File: config.mk
export PLATFORM = sky130hd
export DESIGN_NAME = pwrsave_ctrl
export DESIGN_NICKNAME = d
export VERILOG_FILES = /design/src/rtl/pwrsave_pkg.sv /design/src/rtl/pwrsave_standby.sv /design/src/rtl/pwrsave_ckepd.sv /design/src/rtl/pwrsave_outstage.sv /design/src/rtl/pwrsave_ctrl.sv
export SDC_FILE = /design/constraint.sdc
export NUM_CORES = 1
export LEC_CHECK = 0
export CORE_MARGIN = 2
export CORE_UTILIZATION = 47
export CTS_BUF_LIST = sky130_fd_sc_hd__clkbuf_8
export CTS_CLUSTER_SIZE = 30
export DETAILED_ROUTE_END_ITERATION = 10
export GPL_ROUTABILITY_DRIVEN = 0
export PLACE_DENSITY = 0.82
export SLEW_MARGIN = 10
export SYNTH_ARGS = -nofsm -noshare
export SYNTH_HDL_FRONTEND = slang
export SYNTH_SLANG_ARGS = --single-unit
File: constraint.sdc
create_clock -name clk -period 2.9 [get_ports clk]
set_clock_uncertainty 0.15 [all_clocks]
set_input_delay 0.29 -clock clk [delete_from_list [all_inputs] [get_ports clk]]
set_output_delay 0.29 -clock clk [all_outputs]
set_load 0.02 [all_outputs]
File: src/rtl/pwrsave_pkg.sv
package pwrsave_pkg;

  typedef enum logic [1:0] {
    MODE_RUN  = 2'd0,
    MODE_PD   = 2'd1,
    MODE_STBY = 2'd2
  } mode_e;

  // power-down entry: both enables low now, at least one fell since last edge
  function automatic logic pd_entry(input logic [1:0] prev, input logic [1:0] cur);
    return (cur == 2'b00) && ((prev & ~cur) != 2'b00);
  endfunction

  // float for the chip-select gated outputs in run mode
  function automatic logic run_float(input logic all_idle, input logic en);
    return all_idle & en;
  endfunction

endpackage

File: src/rtl/pwrsave_standby.sv
module pwrsave_standby #(
  parameter int STAB_CYC = 256
) (
  input  logic clk,
  input  logic rst_n,
  input  logic clk_stopped,
  input  logic clk_valid,
  output logic stby_d,
  output logic stby_q
);
  localparam int CW = $clog2(STAB_CYC + 1);
  localparam logic [CW-1:0] LAST = CW'(STAB_CYC - 1);

  logic [CW-1:0] cnt_q, cnt_d;
  logic          stable_done;

  assign stable_done = stby_q && !clk_stopped && clk_valid && (cnt_q == LAST);

  always_comb begin
    stby_d = stby_q;
    cnt_d  = '0;
    if (clk_stopped) begin
      stby_d = 1'b1;
    end else if (stby_q && clk_valid) begin
      if (stable_done) stby_d = 1'b0;
      else             cnt_d  = cnt_q + 1'b1;
    end
  end

  always_ff @(posedge clk or negedge rst_n) begin
    if (!rst_n) begin
      stby_q <= 1'b0;
      cnt_q  <= '0;
    end else begin
      stby_q <= stby_d;
      cnt_q  <= cnt_d;
    end
  end

  p_exit_valid_r3: assert property (@(posedge clk) disable iff (!rst_n)
    $fell(stby_q) |-> ($past(clk_valid) && !$past(clk_stopped)));

  p_cnt_bound_r3: assert property (@(posedge clk) disable iff (!rst_n)
    cnt_q <= LAST);

endmodule

File: src/rtl/pwrsave_ckepd.sv
module pwrsave_ckepd
  import pwrsave_pkg::*;
(
  input  logic       clk,
  input  logic       rst_n,
  input  logic [1:0] cke_in,
  input  logic       cfg_pd_en,
  input  logic       force_clr,
  output logic       pd_d,
  output logic       pd_q
);
  logic [1:0] cke_prev_q;
  logic       entry_ev;
  logic       exit_ev;

  assign entry_ev = cfg_pd_en && pd_entry(cke_prev_q, cke_in);
  assign exit_ev  = (cke_in != 2'b00) || !cfg_pd_en;

  always_comb begin
    if (force_clr)    pd_d = 1'b0;
    else if (pd_q)    pd_d = !exit_ev;
    else              pd_d = entry_ev;
  end

  always_ff @(posedge clk or negedge rst_n) begin
    if (!rst_n) begin
      pd_q       <= 1'b0;
      cke_prev_q <= 2'b00;
    end else begin
      pd_q       <= pd_d;
      cke_prev_q <= cke_in;
    end
  end

  p_entry_edge_r7: assert property (@(posedge clk) disable iff (!rst_n)
    $rose(pd_q) |-> ($past(cfg_pd_en) && ($past(cke_in) == 2'b00)));

  p_exit_r10: assert property (@(posedge clk) disable iff (!rst_n)
    (pd_q && (cke_in != 2'b00)) |=> !pd_q);

endmodule

File: src/rtl/pwrsave_outstage.sv
module pwrsave_outstage
  import pwrsave_pkg::*;
(
  input  logic       clk,
  input  logic       rst_n,
  input  mode_e      mode_d,
  input  logic       cs_idle,
  input  logic [1:0] cke_in,
  input  logic       cfg_float_en,
  input  logic       cfg_pd_keep_ibt,
  input  logic       stby_q,
  input  logic       pd_q,
  output logic       q_float,
  output logic       ctl_float,
  output logic [1:0] qcke_a,
  output logic [1:0] qcke_b,
  output logic       ibt_en,
  output logic       err_force,
  output logic       cw_ok
);
  logic       qf_d, cf_d, ibt_d, cw_d;
  logic [1:0] cke_d;

  always_comb begin
    unique case (mode_d)
      MODE_STBY: begin
        qf_d = 1'b1; cf_d = 1'b1; cke_d = 2'b00; ibt_d = 1'b0; cw_d = 1'b0;
      end
      MODE_PD: begin
        qf_d = cs_idle; cf_d = 1'b0; cke_d = 2'b00; ibt_d = cfg_pd_keep_ibt; cw_d = 1'b1;
      end
      default: begin
        qf_d = run_float(cs_idle, cfg_float_en); cf_d = 1'b0; cke_d = cke_in;
        ibt_d = 1'b1; cw_d = 1'b1;
      end
    endcase
  end

  always_ff @(posedge clk or negedge rst_n) begin
    if (!rst_n) begin
      q_float   <= 1'b1;
      ctl_float <= 1'b1;
      qcke_a    <= 2'b00;
      qcke_b    <= 2'b00;
      ibt_en    <= 1'b0;
      err_force <= 1'b1;
      cw_ok     <= 1'b0;
    end else begin
      q_float   <= qf_d;
      ctl_float <= cf_d;
      qcke_a    <= cke_d;
      qcke_b    <= cke_d;
      ibt_en    <= ibt_d;
      err_force <= 1'b0;
      cw_ok     <= cw_d;
    end
  end

  p_stby_outputs_r2: assert property (@(posedge clk) disable iff (!rst_n)
    stby_q |-> (q_float && ctl_float && !ibt_en && (qcke_a == 2'b00) && (qcke_b == 2'b00)));

  p_stby_cw_r4: assert property (@(posedge clk) disable iff (!rst_n)
    stby_q |-> !cw_ok);

  p_pd_ibt_r9: assert property (@(posedge clk) disable iff (!rst_n)
    (pd_q && !stby_q) |-> (ibt_en == $past(cfg_pd_keep_ibt)));

  p_pd_cke_low_r8: assert property (@(posedge clk) disable iff (!rst_n)
    pd_q |-> ((qcke_a == 2'b00) && (qcke_b == 2'b00)));

endmodule

File: src/rtl/pwrsave_ctrl.sv
module pwrsave_ctrl
  import pwrsave_pkg::*;
#(
  parameter int NCS      = 4,
  parameter int STAB_CYC = 256
) (
  input  logic           clk,
  input  logic           rst_n,
  input  logic           clk_stopped,
  input  logic           clk_valid,
  input  logic [NCS-1:0] cs_n,
  input  logic [1:0]     cke_in,
  input  logic           cfg_float_en,
  input  logic           cfg_pd_en,
  input  logic           cfg_pd_keep_ibt,
  output logic           q_float,
  output logic           ctl_float,
  output logic [1:0]     qcke_a,
  output logic [1:0]     qcke_b,
  output logic           ibt_en,
  output logic           err_force,
  output logic           cw_ok
);
  logic  stby_d, stby_q;
  logic  pd_d, pd_q;
  logic  cs_idle;
  mode_e mode_d;

  assign cs_idle = &cs_n;

  always_comb begin
    if (stby_d)    mode_d = MODE_STBY;
    else if (pd_d) mode_d = MODE_PD;
    else           mode_d = MODE_RUN;
  end

  pwrsave_standby #(.STAB_CYC(STAB_CYC)) u_stby (
    .clk(clk), .rst_n(rst_n), .clk_stopped(clk_stopped), .clk_valid(clk_valid),
    .stby_d(stby_d), .stby_q(stby_q)
  );

  pwrsave_ckepd u_pd (
    .clk(clk), .rst_n(rst_n), .cke_in(cke_in), .cfg_pd_en(cfg_pd_en),
    .force_clr(stby_d), .pd_d(pd_d), .pd_q(pd_q)
  );

  pwrsave_outstage u_out (
    .clk(clk), .rst_n(rst_n), .mode_d(mode_d), .cs_idle(cs_idle), .cke_in(cke_in),
    .cfg_float_en(cfg_float_en), .cfg_pd_keep_ibt(cfg_pd_keep_ibt),
    .stby_q(stby_q), .pd_q(pd_q),
    .q_float(q_float), .ctl_float(ctl_float), .qcke_a(qcke_a), .qcke_b(qcke_b),
    .ibt_en(ibt_en), .err_force(err_force), .cw_ok(cw_ok)
  );

  p_no_pd_in_stby_r11: assert property (@(posedge clk) disable iff (!rst_n)
    stby_q |-> !pd_q);

endmodule

-- Word level (Yosys, flattened, before mapping)
Cells that the tools add are included.
Widths: inputs -> output; s select.
- register bits after elaboration: 20
- bits of input ports: 13
- output and inout port bits: 9
- logic and storage cells: 47
- $add $sub $neg: 1
- equal/unequal tests: 3
- muxes and demuxes: 15
- bitwise gates (word level): 3
- reduce and logical (&&, ||, !) cells: 15
- operators with widths (kind ; count):
    $mux 9 ; 3
    $add 9x1->9 const B ; 1
    $eq 9x8->1 const B ; 1
    $mux 1 ; 8
    $logic_and 1x1->1 ; 6
    $mux 2 ; 2
    $pmux 1 s2 ; 2
    $reduce_and 4->1 ; 1
    $reduce_bool 2->1 ; 2
    $logic_not 1->1 ; 3
    $and 2x2->2 ; 1
    $eq 2x1->1 const B ; 1
    $eq 2x2->1 const B ; 1
    $logic_not 2->1 ; 1
    $not 2->2 ; 1
    $reduce_or 2->1 ; 1
    $and 1x1->1 ; 1
    $logic_or 1x1->1 ; 1

-- Longest topological paths before layout
- depth in word-level cells: 13
- gate-level depth with buffers: 5
- depth with buffers taken out: 5

-- Hierarchy
From an unflattened synthesis, not the netlist that was laid out.
- cell total of the unflattened synthesis: 72
- area total of the unflattened synthesis: 859.6 um^2
- by module, submodules not included (module ; times used ; cells each ; area each (um^2) ; sequential area each (um^2)):
    pwrsave_standby ; 1 ; 43 ; 475.5 ; 250.2
    pwrsave_outstage ; 1 ; 22 ; 270.3 ; 178.9
    pwrsave_ckepd ; 1 ; 5 ; 98.8 ; 75.1
    pwrsave_ctrl ; 1 ; 2 ; 15.0 ; 0.0

-- Least setup slack after synthesis
No wires, ideal clock.
- path kind: reg-to-reg
- start: reg u_stby.cnt_q[0]
- end: reg u_stby.cnt_q[3]
- setup time: 137 ps
- arrival: 1288 ps
- data required time: 2613 ps
- setup slack: 1325 ps
- cell stages (with the launch flop): 5
- buffers on the path: 0
- period minus slack after synthesis: 1575 ps
- cells stage by stage: dfrtp_1 > ha_1 > nand3_1 > o311ai_2 > nor2_1
- longest elaborated chain between the ends: 5
- elaborated cells on any way between the ends: 6
- those cells by class: add/sub (1); eq/ne (1); mux (3); reduce/logical (1)
- RTL lines (element ; RTL line ; source):
    start: declaration ; pwrsave_standby.sv:14 ; logic [CW-1:0] cnt_q, cnt_d;
    start signal: assignment ; pwrsave_standby.sv:36 ; cnt_q <= cnt_d;
    branches (longest 2 deep; another with $add 9x1->9) ; n/a ;
    $mux 9 (*) ; pwrsave_standby.sv:25 ; if (stable_done) stby_d = 1'b0;
    $mux 9 (*) ; pwrsave_standby.sv:24 ; end else if (stby_q && clk_valid) begin
    $mux 9 (*) ; pwrsave_standby.sv:22 ; if (clk_stopped) begin
    via u_stby.cnt_d[3] ; pwrsave_standby.sv:14 ;
Mark *: on every way through the listed nets, which the timed path passes.

-- Final worst setup path
Ends and elaborated chain as after synthesis.

==> reports/qor.txt <==
fraction of layout instances using a drive strength above 1 -> 0.110
Area growth syn-to-layout -> 35.6%
Max Fanout on Critical Path -> 6
post-synthesis sequential element count -> 20
post-cts resize count -> 0
Synth area leaders -> sky130_fd_sc_hd__dfrtp_1 53%, sky130_fd_sc_hd__dfstp_2 9.8%, sky130_fd_sc_hd__nor2_1 3.7%
die area -> 2060 sq um
DRT Pass-1 Iters -> 4
count of boundary I/O pins -> 22
worst vdd ir -> 0.000484 V
quantity of I/O buffers inserted on ports -> 21
placed wire-length estimate after detailed placement -> 1040 microns
data required time of the critical path -> 2.88 ns
leakage power -> 0.440 nW
Root Buffer Master -> sky130_fd_sc_hd__clkbuf_8
Initial Util -> 0.517
global-route wire length before repair -> 2660 microns
number of global-route vias before repair -> 575
H-tree level count -> 1
maximum root-to-sink buffer count -> 2
clock tree from TritonCTS -> done
most area-hungry cell type in the Yosys netlist -> sky130_fd_sc_hd__dfrtp_1
relative max-transition margin -> 0.436
share of synthesized registers carrying an async set or reset -> 1.00
cell area after technology mapping -> 806 sq um
number of max-slew violations in the final report -> 0
Die Y-Extent -> 45.4 microns
count of final hold-check violations -> 0
Placeable Area -> 1560 sq um
count of yosys warnings during synthesis -> 0
DR iter-0 viols -> 16
transition time at the pin with the least slew margin -> 0.844 ns
final setup slack of the worst path -> 0.961 ns
Post-synth EDFFs -> 0
vias per cell -> 5.63
final critical-path share of the clock period -> 0.669
commonest cells in the netlist -> 17 x sky130_fd_sc_hd__dfrtp_1, 8 x sky130_fd_sc_hd__nor2_1, 4 x sky130_fd_sc_hd__nand3_1, 4 x sky130_fd_sc_hd__o21ai_0, 4 x sky130_fd_sc_hd__or3_1
Synth top area share -> 0.528
post-route DRC violation count -> 0
final critical path time including I/O delays and setup -> 1.94 ns
DR vias -> 602
largest net degree at the start of global routing -> 21
Final ANT Viol Nets -> 0
synthesized instance count -> 68
Unique masters post-synth -> 24
nets in the synthesized netlist -> 82
RSZ-0062 raised after global routing -> false
total congestion overflow -> 0
CP Data Arrival Time -> 1.92 ns
post-layout utilization of the core -> 0.701
clock insertion delay at the later pin of the skew report -> 0.26 ns
final setup TNS -> 0 ns
type of destination of the critical path -> flop
cell with the most instances after synthesis -> sky130_fd_sc_hd__dfrtp_1
maximum cell stage delay along the critical path -> 0.63 ns
number of nets in the layout -> 106
max-capacitance violation count -> 0
pre-CTS WS -> 0.900 ns
Setup Buffers After CTS -> 0
antenna violations before repair -> 0
CTS Sinks -> 20
CTS buffer count -> 3
Pwr Density -> 550 nW/um^2
n_diodes -> 0
achievable clock frequency -> 0.516 GHz
part of the Yosys area used for sequential elements -> 0.626
worst min-delay path category -> flop to flop
hold buffer count at CTS -> 0
width of the die -> 45.4 microns
slowest cell on the critical path -> sky130_fd_sc_hd__o311ai_2
most frequently used flop master after synthesis -> sky130_fd_sc_hd__dfrtp_1
critical path startpoint category -> flop
clock transition at the registers of the reported paths -> 0.08 ns
cells traversed along the worst timing path -> ha_1, nand3_1, o311ai_2, nor2_1
critical path class -> flop to flop
Final setup violation count -> 0
outcome -> finished clean
Routed WL per cell -> 15.3 microns
wire length reported by the detailed router -> 1630 microns
synthesized area per cell -> 11.8 sq um
total number of placement rows -> 14
global router's overall resource usage -> 0.200
-- routing by layer --
| metal | vias up | GRT usage | wire length (microns) |
|---|---|---|---|
| met3 | 5 | 0.0516 | 77 |
| met4 | 0 | 0.176 | 66 |
| met5 | - | 0 | 0 |
| li1 | 280 | - | - |
| met1 | 297 | 0.222 | 661 |
| met2 | 20 | 0.313 | 828 |
-- cell families (layout without fill, tap and decap cells) --
| logic type | Yosys count | after routing | synth area share |
|---|---|---|---|
| other | 1 | 1 | 0.00465 |
| adder cells (fa/ha/maj) | 1 | 1 | 0.0155 |
| AO/OA/AOI/OAI | 11 | 11 | 0.115 |
| AND/OR/NAND/NOR | 26 | 26 | 0.169 |
| flip-flops | 20 | 20 | 0.626 |
| XOR/XNOR | 3 | 3 | 0.0326 |
| buffers and inverters | 6 | 29 | 0.0373 |
-- worst max-delay path: cells and delay by family, from the launching register on --
kind / cells / cell delay (ns)
AND/OR/NAND/NOR: 2 / 0.42
flip-flops: 1 / 0.39
AO/OA/AOI/OAI: 1 / 0.63
adder cells (fa/ha/maj): 1 / 0.21
-- worst paths after layout --
path,startpoint,end,slack [ns],cells past startpoint
max,u_stby.cnt_q[0],u_stby.cnt_q[3],0.96,4
min,u_stby.cnt_q[0],u_stby.cnt_q[0],0.34,1
max reg2reg,u_stby.cnt_q[0],u_stby.cnt_q[3],0.96,4
min reg2reg,u_stby.cnt_q[0],u_stby.cnt_q[0],0.34,1
max in group asynchronous,rst_n,u_stby.cnt_q[1],1.72,1
min in group asynchronous,rst_n,u_stby.cnt_q[3],0.36,1
-- area by class of cell --
| cell class | instances | area [sq um] |
|---|---|---|
| flip-flops and latches | 20 | 504 |
| fillers | 118 | 467 |
| multi-input cells | 42 | 272 |
| repair buffers | 21 | 210 |
| clock buffers | 3 | 41.3 |
| clock inverters | 1 | 30.0 |
| well taps | 16 | 20.0 |
| inverters | 4 | 15.0 |
-- stage by stage --
| stage | power, W | instances | cell area [sq um] | hold WS, ns |
|---|---|---|---|---|
| after floorplan | 0.000299 | 68 | 806 | -0.156 |
| after global placement | 0.000324 | 103 | 1020 | 0.323 |
| after detailed placement | 0.000325 | 103 | 1020 | 0.332 |
| after CTS | 0.000602 | 107 | 1090 | 0.341 |
| after global routing | 0.000618 | 107 | 1090 | 0.377 |
| final | 0.000601 | 107 | 1090 | 0.341 |
-- power by group --
group,total (W),switching (W),leakage [nW],internal [W]
clock,0.000281,0.0000963,0.0357,0.000185
sequential,0.000285,0.00000179,0.258,0.000283
combinational,0.0000354,0.0000162,0.146,0.0000192
total,0.000601,0.000114,0.440,0.000487
-- flip-flops by register name, summed over array words and instances (netlist names) --
signal           flops
u_out.q_float        1
u_stby.stby_q        1
u_out.ctl_float      1
u_out.qcke_a         2
u_out.ibt_en         1
u_pd.cke_prev_q      2
u_pd.pd_q            1
u_out.cw_ok          1
u_out.err_force      1
u_stby.cnt_q         9
-- layout by cell type (no fill, tap or decap), types with 3 or more instances in the layout --
master and n:
sky130_fd_sc_hd__dfrtp_1 17, sky130_fd_sc_hd__or3_1 4, sky130_fd_sc_hd__a21oi_1 3, sky130_fd_sc_hd__clkbuf_8 3
sky130_fd_sc_hd__o21ai_0 4, sky130_fd_sc_hd__dfstp_2 3, sky130_fd_sc_hd__nand3_1 4, sky130_fd_sc_hd__nor2_1 8
sky130_fd_sc_hd__inv_1 3, sky130_fd_sc_hd__nand4_1 3, sky130_fd_sc_hd__clkdlybuf4s50_1 21
(Power assumes the default switching activity.)
